## src/rtl/cond_eval_pkg.sv

```systemverilog
package cond_eval_pkg;
    localparam int FLAG_W = 4;
    localparam int SEL_W  = 4;
    localparam int IDX_N = 3;
    localparam int IDX_Z = 2;
    localparam int IDX_C = 1;
    localparam int IDX_V = 0;

    typedef struct packed {
        logic n;
        logic z;
        logic c;
        logic v;
    } flags_t;

    typedef enum logic [SEL_W-1:0] {
        SEL_EQ = 4'd0,  SEL_NE = 4'd1,  SEL_CS = 4'd2,  SEL_CC = 4'd3,
        SEL_MI = 4'd4,  SEL_PL = 4'd5,  SEL_VS = 4'd6,  SEL_VC = 4'd7,
        SEL_HI = 4'd8,  SEL_LS = 4'd9,  SEL_GE = 4'd10, SEL_LT = 4'd11,
        SEL_GT = 4'd12, SEL_LE = 4'd13, SEL_AL = 4'd14, SEL_NV = 4'd15
    } cond_sel_t;
endpackage

```

## src/rtl/cond_flag_store.sv

```systemverilog
module cond_flag_store
    import cond_eval_pkg::*;
(
    input  logic              clk,
    input  logic              rst_n,
    input  logic              wr_en,
    input  logic [FLAG_W-1:0] wr_mask,
    input  logic [FLAG_W-1:0] wr_flags,
    output flags_t            flags_q
);
    typedef struct packed {
        flags_t flags;
    } state_t;

    state_t state_d, state_q;

    always_comb begin
        state_d = state_q;
        if (wr_en) begin
            for (int i = 0; i < FLAG_W; i++) begin
                if (wr_mask[i]) begin
                    state_d.flags[i] = wr_flags[i];
                end
            end
        end
    end

    always_ff @(posedge clk or negedge rst_n) begin
        if (!rst_n) begin
            state_q <= '0;
        end else begin
            state_q <= state_d;
        end
    end

    assign flags_q = state_q.flags;
endmodule

```

## src/rtl/cond_decode.sv

```systemverilog
module cond_decode
    import cond_eval_pkg::*;
(
    input  flags_t           flags,
    input  logic [SEL_W-1:0] sel,
    output logic             pass
);
    logic base_d;
    logic nv_same;

    always_comb begin
        nv_same = (flags.n == flags.v);
        // Pairs share a base test; the low selector bit inverts it.
        unique case (sel[SEL_W-1:1])
            3'd0: base_d = flags.z;
            3'd1: base_d = flags.c;
            3'd2: base_d = flags.n;
            3'd3: base_d = flags.v;
            3'd4: base_d = flags.c & ~flags.z;
            3'd5: base_d = nv_same;
            3'd6: base_d = ~flags.z & nv_same;
            default: base_d = 1'b1;
        endcase
        pass = base_d ^ sel[0];
    end
endmodule

```

## src/rtl/cond_eval.sv

```systemverilog
module cond_eval
    import cond_eval_pkg::*;
(
    input  logic       clk,
    input  logic       rst_n,
    input  logic       wr_en,
    input  logic [3:0] wr_mask,
    input  logic [3:0] wr_flags,
    input  logic [3:0] cond_sel,
    output logic [3:0] flags_o,
    output logic       pass_o
);
    flags_t flags_q;

    cond_flag_store u_store (
        .clk      (clk),
        .rst_n    (rst_n),
        .wr_en    (wr_en),
        .wr_mask  (wr_mask),
        .wr_flags (wr_flags),
        .flags_q  (flags_q)
    );

    cond_decode u_dec (
        .flags (flags_q),
        .sel   (cond_sel),
        .pass  (pass_o)
    );

    assign flags_o = flags_q;
endmodule

```

## config.mk

```make
export PLATFORM = sky130hd
export DESIGN_NAME = cond_eval
export DESIGN_NICKNAME = d
export VERILOG_FILES = /design/src/rtl/cond_eval_pkg.sv /design/src/rtl/cond_flag_store.sv /design/src/rtl/cond_decode.sv /design/src/rtl/cond_eval.sv
export SDC_FILE = /design/constraint.sdc
export NUM_CORES = 1
export LEC_CHECK = 0
export BUFFER_PORTS_ARGS = -buffer_cell sky130_fd_sc_hd__buf_2
export CORE_AREA = 2 2 39 41
export CTS_BUF_LIST = sky130_fd_sc_hd__clkbuf_8 sky130_fd_sc_hd__clkbuf_16
export DETAILED_ROUTE_END_ITERATION = 10
export DIE_AREA = 0 0 41 43
export PLACE_DENSITY = 0.44
export SLEW_MARGIN = 20
export SYNTH_ARGS = -nofsm -noshare
export SYNTH_HDL_FRONTEND = slang
export SYNTH_HIERARCHICAL = 1
export SYNTH_SLANG_ARGS = --single-unit
```

## constraint.sdc

```tcl
create_clock -name clk -period 1.7 [get_ports clk]
set_input_delay 0.34 -clock clk [delete_from_list [all_inputs] [get_ports clk]]
set_output_delay 0.34 -clock clk [all_outputs]
set_load 0.02 [all_outputs]
```

==> results of run 1 <==
-- logic make-up (layout without fill, tap and decap cells) --
kind of cell	count (synthesis)	after routing
buffers and inverters	1	32
and+or+nand+nor	8	8
xor gates and xnor gates	2	2
AOI/OAI and AO/OA	2	2
muxes	5	5
DFF	4	4
-- final timing paths --
kind	startpoint	endpoint	cells after the start
setup / recovery	u_store/flags_q[0]	pass_o	5
hold / removal	wr_flags[2]	u_store/flags_q[2]	2
setup reg to reg	u_store/flags_q[0]	u_store/flags_q[0]	3
hold reg to reg	u_store/flags_q[2]	u_store/flags_q[2]	2
max in group asynchronous	rst_n	u_store/flags_q[3]	2
min in group asynchronous	rst_n	u_store/flags_q[0]	2
-- critical path, delay by kind of cell, from the launching register on --
| family | cells | cell delay (ns) |
|---|---|---|
| muxes | 1 | 0.49 |
| DFF | 1 | 0.42 |
| buffers and inverters | 2 | 0.20 |
| AOI/OAI and AO/OA | 1 | 0.17 |
| xor gates and xnor gates | 1 | 0.11 |
-- power by group --
group          internal, mW  switching [mW]  leakage (nW)
registers             0.112          0.0160        0.0449
clock network         0.154          0.0508        0.0269
logic                 0.125          0.0808         0.204
total                 0.391           0.148         0.276
-- layout make-up --
type / instances / area [um^2] / area share
clock buffer: 3 / 41.3 / 0.0775
tap: 16 / 20.0 / 0.0376
sequential: 4 / 103 / 0.192
inverter: 1 / 3.75 / 0.00704
clock inverter: 1 / 3.75 / 0.00704
multi-input combinational: 17 / 198 / 0.371
timing repair buffer: 27 / 164 / 0.308
-- cell usage in the layout, fill, tap and decap left out --
| cell type | n |
|---|---|
| nand2_1 | 4 |
| clkbuf_8 | 3 |
| buf_4 | 7 |
| buf_6 | 1 |
| buf_2 | 18 |
| nand2b_1 | 1 |
| nor3b_1 | 1 |
| dfrtp_2 | 2 |
| inv_1 | 1 |
| o311ai_1 | 1 |
| nor2b_1 | 1 |
| mux4_2 | 1 |
| dlygate4sd3_1 | 1 |
| xnor2_2 | 1 |
| nor3_1 | 1 |
| xnor2_4 | 1 |
| inv_2 | 1 |
| mux2_4 | 4 |
| o32a_4 | 1 |
| dfrtp_1 | 2 |
-- metal layers --
metal,track usage,routed length (um),vias up
li1,-,-,142
met1,0.108,269,122
met3,0.0471,77,2
met4,0.0600,8,0
met2,0.144,296,19
met5,0,0,-
-- metrics by stage --
stage	power (mW)	setup WS, ns	hold slack [ns]
global route	0.572	-0.291	0.360
finish	0.539	-0.233	0.356
global placement	0.303	-0.0911	0.147
detailed placement	0.305	-0.114	0.149
CTS	0.538	-0.250	0.354
floorplan	0.226	0.00350	0.0444
-- timing repair --
item,4_1_cts,5_1_grt
hold buffers,1,0
setup endpoints to repair,1,1
resized for setup,5,2
endpoints found under the hold margin,4,0
setup buffers,0,1
pin swaps,1,0
==> summary.md, run 1 <==
| Metric | Value |
|---|---|
| Number of global-route vias before repair | 284 |
| Compound-cell area share of the yosys netlist | 0.0758 |
| Post-route cell area | 533 um^2 |
| Mux contribution to synthesized area | 0.313 |
| Share of layout cells above drive strength 1 | 0.755 |
| Setup CP Type | reg2out |
| ANT nets after route | 0 |
| PwrDens | 1010 nW/um^2 |
| Clk sinks | 4 |
| Post-synthesis instance total | 22 |
| # rows | 14 |
| Initial Util | 0.191 |
| Tcrit/Tclk final | 1.14 |
| Synthesis-stage register bit count | 4 |
| Slew Limit Fails | 0 |
| Slowest cell on the critical path | mux4_2 |
| DRC errors left | 0 |
| Layout Cells excl Fill | 69 |
| Largest net degree at the start of global routing | 6 |
| Post-DP Area | 444 um^2 |
| Setup TNS | -0.233 ns |
| Ys async rst share | 1.00 |
| Synth area leaders | dfrtp_1, mux2_4, mux4_2, xnor2_1, nand2_1 |
| Synth Area in XOR/XNOR | 0.0664 |
| Min cycle time layout | 1.93 ns |
| Leakage | 0.276 nW |
| Port bufs | 19 |
| Dpl cells | 63 |
| Fin nets | 69 |
| Max-cap violations | 0 |
| Final HPWL DP | 547 um |
| Synth area leader | dfrtp_1 |
| H-tree depth | 1 |
| Clock latency on the worst-skew pair | 0.22 ns |
| Worst-margin pin slew | 0.290 ns |
| EDFF count, synth | 0 |
| FILL cells | 137 |
| Router iterations before antenna repair | 4 |
| Avg WL per Cell | 9.43 um |
| Total GRT Usage | 0.0979 |
| Main combinational cell family by area after synthesis | multiplexers |
| Crit path DAT | 1.59 ns |
| CORE AREA | 1380 um^2 |
| Die W | 41 um |
| Sequential cell area fraction in the yosys report | 0.379 |
| Final setup violation count | 1 |
| Worst path required time | 1.36 ns |
| CTS root buf | clkbuf_8 |
| First-pass GRT wire length | 1110 um |
| RSZ-0062 raised after global routing | true |
| Fmax | 0.517 GHz |
| Largest register FFs | 4 |
| Post-synth top flop | dfrtp_1 |
| Setup Skew | 0 ns |
| WL final | 651 um |
| CTS tree | built |
| Top cell type's share of synthesized area | 0.379 |
| Distinct cells, synth | 12 |
| Fin worst setup slack | -0.233 ns |
| Total grt overflow | 0 |
| Peak VDD IR | 0.392 mV |
| Crit path capture type | output port |
| Post-Syn Nets | 37 |
| HP Class | in2reg |
| Status | finished with violations |
| Commonest cells post-synth | dfrtp_1, mux2_4, nand2_1 |
| Worst path max stage delay | 0.49 ns |
| Mapped Avg Cell Area | 12.0 um^2 |
| Worst path cell trace | mux4_2, inv_2, o32a_4, xnor2_4, buf_6 |
| Die Area | 1760 um^2 |
| Final Hold Viols | 0 |
| Worst R2R Setup Slack | 0.66 ns |
| Initial antenna violation count | 0 |
| Bufs on Longest Clock Path | 2 |
| Num CTS Buffers | 3 |
| YS warnings | 6 |
| Worst-path clk slew | 0.03 ns |
| Via-per-instance ratio | 4.13 |
| Initial drt markers | 3 |
| IO Pins | 20 |
| Max-Slew Margin vs Limit | 0.804 |
| Crit start category | flop |
| Worst Path Max Fanout | 3 |
| N_diodes | 0 |
| Mapped Area | 264 um^2 |
| Simple-Gate Fraction of Synth Area | 0.152 |
| Layout Utilization | 0.385 |
| Die Ht | 43 um |
| GP Congestion | 0.601 |
| Routed vias | 285 |
| Area growth, synth to finish | 102% |
| Failing checks | setup timing |
| Post-synthesis adder-cell area fraction | 0 |
No activity file was read; power rests on OpenSTA's default activity.
==> inputs of run 2 (changes only) <==
--- a/config.mk
+++ b/config.mk
@@ -11,6 +11,8 @@
 export DETAILED_ROUTE_END_ITERATION = 10
 export DIE_AREA = 0 0 41 43
 export PLACE_DENSITY = 0.44
+export SETUP_SLACK_MARGIN = 0.1
+export SKIP_CTS_REPAIR_TIMING = 1
 export SLEW_MARGIN = 20
 export SYNTH_ARGS = -nofsm -noshare
 export SYNTH_HDL_FRONTEND = slang
==> run 2 against run 1 <==
  * The run still ends with setup timing left
  * Utilization decreased by 0.81 points
  * Critical path type unchanged
  * Via count down 6.0%
  * Sequential cell count unchanged
  * Hold slack worse by 0.0033 ns
  * Global-route usage is 0.52 points lower
  * First-iteration DRC count stayed put
==> summary.md, run 2 (synthesized netlist as in run 1, its figures left out) <==
| Metric | Value |
|---|---|
| Pwr Total | 525 uW |
| First-pass GRT wire length | 1060 um |
| Commonest non-fill, non-tap cell in the layout | buf_2 |
| Fin nets | 68 |
| Router iterations before antenna repair | 2 |
| Initial drt markers | 3 |
| PwrDens | 1010 nW/um^2 |
| ANT nets after route | 0 |
| Clock latency on the worst-skew pair | 0.21 ns |
| Final HPWL DP | 528 um |
| Largest net degree at the start of global routing | 6 |
| Via-per-instance ratio | 4.00 |
| Initial antenna violation count | 0 |
| Largest register FFs | 4 |
| HP Class | in2reg |
| Port bufs | 19 |
| Max-Slew Margin vs Limit | 0.798 |
| Total GRT Usage | 0.0926 |
| Crit path DAT | 1.59 ns |
| Slowest cell on the critical path | mux4_2 |
| Die Ht | 43 um |
| CTS root buf | clkbuf_8 |
| GP Congestion | 0.623 |
| Number of global-route vias before repair | 276 |
| RSZ-0062 raised after global routing | true |
| CTS tree | built |
| Num CTS Buffers | 3 |
| H-tree depth | 1 |
| Clk sinks | 4 |
| Total grt overflow | 0 |
| Bufs on Longest Clock Path | 2 |
| Worst Path Max Fanout | 3 |
| Worst path cell trace | mux4_2, inv_2, o32a_4, xnor2_4, buf_6 |
| Register area | 103 um^2 |
| Share of layout cells above drive strength 1 | 0.765 |
| Worst path required time | 1.36 ns |
| Tcrit/Tclk final | 1.13 |
| Die Area | 1760 um^2 |
| CORE AREA | 1380 um^2 |
| Status | finished with violations |
| IO Pins | 20 |
| Commonest cells after routing, fill and taps aside | buf_2, buf_4, nand2_1, mux2_4, clkbuf_8 |
| Slew Limit Fails | 0 |
| # rows | 14 |
| Worst path max stage delay | 0.48 ns |
| Crit path capture type | output port |
| FILL cells | 137 |
| Setup Skew | 0 ns |
| Peak VDD IR | 0.390 mV |
| WL final | 632 um |
| Setup TNS | -0.226 ns |
| Area growth, synth to finish | 97.6% |
| Worst-margin pin slew | 0.299 ns |
| Post-DP Area | 445 um^2 |
| Dpl cells | 63 |
| Crit start category | flop |
| Post-route cell area | 522 um^2 |
| Post-place setup slack | -0.113 ns |
| Fin worst setup slack | -0.226 ns |
| Setup CP Type | reg2out |
| Min cycle time layout | 1.93 ns |
| Leakage | 0.265 nW |
| DRC errors left | 0 |
| Final setup violation count | 1 |
| Avg WL per Cell | 9.43 um |
| Final Hold Viols | 0 |
| Die W | 41 um |
| Fmax | 0.519 GHz |
| Multi-input gate area | 198 um^2 |
| N_diodes | 0 |
| Failing checks | setup timing |
| Routed vias | 268 |
| Worst-path clk slew | 0.03 ns |
| Initial Util | 0.191 |
| Layout Cells excl Fill | 67 |
| Max-cap violations | 0 |
==> run 2: area by class of cell <==
type                    count  share of cell area
inverters                   1             0.00719
well taps                  16              0.0384
flip-flops and latches      4               0.197
clock buffers               3              0.0791
repair buffers             26               0.300
multi-input cells          17               0.379
==> run 2: metal layers <==
layer	global-route usage	share of wire
met5	0	0
met4	0.0800	0
met3	0.0314	0.11
met2	0.128	0.45
met1	0.107	0.44
==> run 2: critical path: cells and delay by family (launching register included) <==
kind / cells / cell delay [ns]
flip-flops: 1 / 0.42
buffers and inverters: 2 / 0.19
XOR/XNOR: 1 / 0.11
AO/OA/AOI/OAI: 1 / 0.17
multiplexers: 1 / 0.48
==> run 2: worst paths after layout <==
| path | start | endpoint | slack [ns] | depth (start not counted) |
|---|---|---|---|---|
| setup reg to reg | u_store/flags_q[3] | u_store/flags_q[3] | 0.76 | 2 |
| min in group asynchronous | rst_n | u_store/flags_q[2] | 0.46 | 2 |
| setup / recovery | u_store/flags_q[0] | pass_o | -0.23 | 5 |
| hold / removal | wr_flags[0] | u_store/flags_q[0] | 0.35 | 2 |
| hold reg to reg | u_store/flags_q[2] | u_store/flags_q[2] | 0.63 | 2 |
| max in group asynchronous | rst_n | u_store/flags_q[3] | 1.10 | 2 |
==> run 2: report_power, final <==
| part | switching, mW | total, mW | internal (mW) |
|---|---|---|---|
| Combinational | 0.0777 | 0.199 | 0.121 |
| Sequential | 0.0167 | 0.128 | 0.112 |
| Clock | 0.0466 | 0.197 | 0.151 |
| Total | 0.141 | 0.525 | 0.383 |
==> run 2: stage by stage <==
stage	utilization	hold WS (ns)
final	0.377	0.353
after global routing	0.377	0.356
after CTS	0.352	-0.0757
after detailed placement	0.322	0.154
after global placement	0.322	0.148
after floorplan	-	0.0444
